## src/rtl/cfg_port_pkg.sv

```systemverilog
package cfg_port_pkg;
  localparam int BYTE_W = 8;
  localparam int ADDR_W = 3;
  localparam int PAY_W  = BYTE_W - ADDR_W;
  localparam int OFS_W  = 2 * PAY_W;

  typedef enum logic [ADDR_W-1:0] {
    ADDR_CONV   = 3'd0,
    ADDR_TRIG   = 3'd1,
    ADDR_THR    = 3'd2,
    ADDR_CAL    = 3'd3,
    ADDR_OFS_LO = 3'd4,
    ADDR_OFS_HI = 3'd5
  } cfg_addr_e;

  localparam logic [2:0]       CONV_RST = 3'd3;
  localparam logic [1:0]       TRIG_RST = 2'd0;
  localparam logic [PAY_W-1:0] THR_RST  = 5'd16;
endpackage

```

## src/rtl/cfg_sync.sv

```systemverilog
module cfg_sync #(
  parameter int WIDTH  = 1,
  parameter int STAGES = 2
) (
  input  logic             clk_i,
  input  logic             rst_ni,
  input  logic [WIDTH-1:0] d_i,
  output logic [WIDTH-1:0] q_o
);
  logic [STAGES-1:0][WIDTH-1:0] stg;

  always_ff @(posedge clk_i or negedge rst_ni) begin
    if (!rst_ni) begin
      stg <= '0;
    end else begin
      stg[0] <= d_i;
      for (int i = 1; i < STAGES; i++) stg[i] <= stg[i-1];
    end
  end

  assign q_o = stg[STAGES-1];
endmodule

```

## src/rtl/cfg_shift.sv

```systemverilog
module cfg_shift #(
  parameter int BYTE_W = 8
) (
  input  logic              clk_i,
  input  logic              rst_ni,
  input  logic              shift_i,
  input  logic              bit_i,
  output logic [BYTE_W-1:0] byte_o
);
  // keeps shifting past BYTE_W bits: only the newest byte survives
  always_ff @(posedge clk_i or negedge rst_ni) begin
    if (!rst_ni)      byte_o <= '0;
    else if (shift_i) byte_o <= {byte_o[BYTE_W-2:0], bit_i};
  end
endmodule

```

## src/rtl/cfg_regfile.sv

```systemverilog
module cfg_regfile
  import cfg_port_pkg::*;
(
  input  logic              clk_i,
  input  logic              rst_ni,
  input  logic              we_i,
  input  logic [BYTE_W-1:0] byte_i,
  output logic [2:0]        conv_mode_o,
  output logic [1:0]        trig_mode_o,
  output logic [PAY_W-1:0]  thr_level_o,
  output logic              cal_en_o,
  output logic [OFS_W-1:0]  cal_ofs_o
);
  logic [ADDR_W-1:0] addr;
  logic [PAY_W-1:0]  pay;

  assign addr = byte_i[BYTE_W-1:PAY_W];
  assign pay  = byte_i[PAY_W-1:0];

  always_ff @(posedge clk_i or negedge rst_ni) begin
    if (!rst_ni) begin
      conv_mode_o <= CONV_RST;
      trig_mode_o <= TRIG_RST;
      thr_level_o <= THR_RST;
      cal_en_o    <= 1'b0;
      cal_ofs_o   <= '0;
    end else if (we_i) begin
      case (cfg_addr_e'(addr))
        ADDR_CONV:   conv_mode_o <= pay[2:0];
        ADDR_TRIG:   trig_mode_o <= pay[1:0];
        ADDR_THR:    thr_level_o <= pay;
        ADDR_CAL:    cal_en_o    <= pay[0];
        ADDR_OFS_LO: cal_ofs_o[PAY_W-1:0]     <= pay;
        ADDR_OFS_HI: cal_ofs_o[OFS_W-1:PAY_W] <= pay;
        default: ;  // unimplemented addresses dropped
      endcase
    end
  end
endmodule

```

## src/rtl/cfg_serial_port.sv

```systemverilog
module cfg_serial_port
  import cfg_port_pkg::*;
#(
  parameter int SYNC_STAGES = 2
) (
  input  logic             clk_i,
  input  logic             rst_ni,
  input  logic             cfg_clk_i,
  input  logic             cfg_dat_i,
  input  logic             cfg_lat_i,
  output logic [2:0]       conv_mode_o,
  output logic [1:0]       trig_mode_o,
  output logic [PAY_W-1:0] thr_level_o,
  output logic             cal_en_o,
  output logic [OFS_W-1:0] cal_ofs_o
);
  logic              clk_s, dat_s, lat_s;
  logic              clk_d, lat_d;
  logic              shift_en, lat_rise;
  logic [BYTE_W-1:0] shreg;

  cfg_sync #(.WIDTH(3), .STAGES(SYNC_STAGES)) u_sync (
    .clk_i (clk_i),
    .rst_ni(rst_ni),
    .d_i   ({cfg_lat_i, cfg_clk_i, cfg_dat_i}),
    .q_o   ({lat_s, clk_s, dat_s})
  );

  always_ff @(posedge clk_i or negedge rst_ni) begin
    if (!rst_ni) begin
      clk_d <= 1'b0;
      lat_d <= 1'b0;
    end else begin
      clk_d <= clk_s;
      lat_d <= lat_s;
    end
  end

  assign shift_en = clk_s & ~clk_d;
  assign lat_rise = lat_s & ~lat_d;

  cfg_shift #(.BYTE_W(BYTE_W)) u_shift (
    .clk_i  (clk_i),
    .rst_ni (rst_ni),
    .shift_i(shift_en),
    .bit_i  (dat_s),
    .byte_o (shreg)
  );

  cfg_regfile u_regs (
    .clk_i      (clk_i),
    .rst_ni     (rst_ni),
    .we_i       (lat_rise),
    .byte_i     (shreg),
    .conv_mode_o(conv_mode_o),
    .trig_mode_o(trig_mode_o),
    .thr_level_o(thr_level_o),
    .cal_en_o   (cal_en_o),
    .cal_ofs_o  (cal_ofs_o)
  );
endmodule

```

## config.mk

```make
export PLATFORM = sky130hd
export DESIGN_NAME = cfg_serial_port
export DESIGN_NICKNAME = d
export VERILOG_FILES = /design/src/rtl/cfg_port_pkg.sv /design/src/rtl/cfg_sync.sv /design/src/rtl/cfg_shift.sv /design/src/rtl/cfg_regfile.sv /design/src/rtl/cfg_serial_port.sv
export SDC_FILE = /design/constraint.sdc
export NUM_CORES = 1
export LEC_CHECK = 0
export ABC_AREA = 1
export BUFFER_PORTS_ARGS = -buffer_cell sky130_fd_sc_hd__buf_2
export CAP_MARGIN = 40
export CORE_MARGIN = 3
export CORE_UTILIZATION = 51
export CTS_BUF_LIST = sky130_fd_sc_hd__clkbuf_8
export CTS_CLUSTER_DIAMETER = 200
export CTS_CLUSTER_SIZE = 12
export DETAILED_ROUTE_END_ITERATION = 8
export GPL_TIMING_DRIVEN = 0
export PLACE_DENSITY = 0.77
export REMOVE_ABC_BUFFERS = 1
export SYNTH_ARGS = -nofsm -noshare
export SYNTH_HDL_FRONTEND = slang
export SYNTH_HIERARCHICAL = 1
export SYNTH_SLANG_ARGS = --single-unit
```

## constraint.sdc

```tcl
create_clock -name clk_i -period 1.1 [get_ports clk_i]
set_input_delay 0.22 -clock clk_i [delete_from_list [all_inputs] [get_ports clk_i]]
set_output_delay 0.22 -clock clk_i [all_outputs]
set_load 0.05 [all_outputs]
```

==> qor.txt <==
DR WL met3 = 203 um
average size of a mapped cell = 9.54 um^2
MaxCap Viol Count = 0
DRT iter0 DRCs = 50
critical-path cell list = buf_8
slowest stage cell on the critical path = dfstp_2
WP data arrival = 1000 ps
GRT Residual Overflow = 0
combinational power share = 41.4%
post-synthesis cell area = 1460 um^2
TritonCTS clock tree = built
startpoint class of the critical path = flip-flop
final hold violations = 0
die area = 3540 um^2
DR vias/cell = 5.13
post-route setup slack = -119 ps
CTS clk-pin slew, worst paths = 70 ps
WL per Instance = 14.9 um
Cell variety after synth = 12
top layer in use = met4
Critical Path RT = 880 ps
starting density of the core = 56.3%
WP buf/inv = 1
wl on met1 = 1.23 mm
CP Capture Point = conv_mode_o[1]
via count = 1139
die height = 59.5 um
largest net degree at the start of global routing = 38
Worst Setup Path Type = reg -> out
Core Area = 2590 um^2
clock sink total = 37
Post-Route Utilization = 79.1%
Placer Congestion = 0.766
Slew Viols, Final = 0
Seq cells post-synth = 37
crit path from = u_regs/conv_mode_o[1]
Area Growth Syn to Fin = 40.5%
worst r2r dst = u_regs/thr_level_o[3]
Total Power = 5.21 mW
Worst Setup End Kind = primary output
delay-heaviest family, CP = flip-flops
Post-Place Cells = 203
area of the multi-input gates = 574 um^2
IO Pins = 26
Yosys top cell by area = dfrtp_1
Hold WC Path Type = in -> async
P_leak = 1.07 nW
Non-Filler Instances = 222
final wirelength = 3.31 mm
f_max = 0.821 GHz
Switching Power = 2.15 mW
Post-Synthesis Cells = 153
area fraction of the dominant cell type after synthesis = 58.3%
status = finished with violations
share of layout cells above drive strength 1 = 43.8%
drt pass-1 iters = 4
hpwl dp = 1.80 mm
routed length on met2 = 1.80 mm
crit share post-route = 111%
RSZ-0062 raised after global routing = yes
P_int = 3.06 mW
Worst-Skew Late Latency = 290 ps
TritonCTS buffer count = 5
commonest cells after routing, fill and taps aside = nand2_1 (63), dfrtp_1 (32), buf_6 (17)
sequential power share = 39.0%
initial antenna violation count = 0
final setup vio count = 17
Residual DRC = 0
post-place setup slack = -118 ps
Fin Setup TNS = -947 ps
commonest non-fill, non-tap cell in the layout = nand2_1
Slew @ Worst Pin = 766 ps
failing checks = setup timing
worst vdd ir = 0.00230 V
cell types occupying the most area after synthesis = dfrtp_1 (58%), nand2_1 (20%), nand3_1 (5.5%)
number of global-route vias before repair = 1138
Rel. slew slack = 49.0%
slowest stage delay, CP = 560 ps
Final min period = 1220 ps
I/O Buffers = 25
first-pass GRT wire length = 5.07 mm
Reg area = 932 um^2
chip width = 59.5 um
Seq/Total Area, Yosys = 63.7%
antenna cells = 0
worst-path maximum fanout = 2
switching share of power = 41.2%
fillers = 150
yosys warns = 6
Worst Skew = 6.92 ps
r2r startpoint = lat_d
R2R setup slack = -90 ps
R2R cell count = 7
Clk pwr share = 19.6%
Post-DRT Antenna Nets = 0
Levels on crit path = 1
PwrDens = 2540 nW/um^2
Total GRT Usage = 20.0%
# rows = 18
clock buffer depth = 2
H-tree depth = 2
Final nets = 196
CTS root buf = clkbuf_8
what timing repair did:
item	4_1_cts	5_1_grt
setup buffers	6	6
resized for setup	47	32
pin swaps	8	10
hold endpoints to repair	0	0
hold buffers	0	0
setup endpoints to repair	42	43
cloned	1	0
stage by stage:
stage | hold WS, ps | cell area [um^2]
floorplan | -75.6 | 1410
global placement | 328 | 1580
detailed placement | 329 | 1580
CTS | 22.7 | 1910
global route | 18.3 | 2050
finish | 1.47 | 2050
worst min-delay path by stage:
stage | slack (ps) | startpoint | cells past startpoint | end
6_report | 1 | rst_ni | 1 | u_regs/thr_level_o[0]
5_1_grt | 20 | cfg_dat_i | 1 | u_sync/stg[0]
3_3_place_gp | 330 | rst_ni | 1 | u_regs/thr_level_o[0]
2_1_floorplan | -80 | rst_ni | 0 | clk_d
4_1_cts | 20 | rst_ni | 1 | u_regs/thr_level_o[0]
3_5_place_dp | 330 | cfg_lat_i | 1 | u_sync/stg[2]
power by group through the flow:
stage | sequential (mW) | clock, mW | combinational [mW]
after floorplan | 2.73 | 0 | 0.348
after global placement | 1.92 | 0 | 1.49
after detailed placement | 1.95 | 0 | 1.52
after CTS | 1.98 | 1.05 | 1.89
after global routing | 2.07 | 1.11 | 2.29
final | 2.03 | 1.02 | 2.16
state kept, by name, indices dropped and copies added, names as in the netlist:
register and flops:
u_sync/stg 3, u_shift/byte_o 8, clk_d 1, u_regs/thr_level_o 5, u_regs/trig_mode_o 2, u_regs/cal_en_o 1, u_sync/q_o 3, lat_d 1
u_regs/cal_ofs_o 10, u_regs/conv_mode_o 3
routing by layer:
layer  global-route usage, %  vias to the layer above
met2                    33.2                       40
met5                       0                        -
li1                        -                      546
met4                    10.4                        0
met1                    23.2                      545
met3                    6.10                        8
synth_stat cells:
cell type  instances
nor2_2             3
dfrtp_1           34
inv_1              4
dfstp_2            3
nand2_1           78
nor2_4             4
nand2_2            1
nand2_4            1
buf_4              3
buf_6              2
nand3_1           16
inv_2              4
kinds of logic (layout without fill, tap and decap cells):
family        count (synthesis)  after routing  synth area share [%]
flops                        37             37                  63.7
buf+inv                      13             52                  5.14
simple gates                103            103                  31.1
cell type report:
| class | instances | area share [%] |
|---|---|---|
| multi-input combinational | 103 | 28.0 |
| inverter | 8 | 1.59 |
| sequential | 37 | 45.5 |
| tap | 30 | 1.83 |
| timing repair buffer | 36 | 18.1 |
| clock buffer | 7 | 4.70 |
| clock inverter | 1 | 0.244 |
No activity file was read; power rests on OpenSTA's default activity.
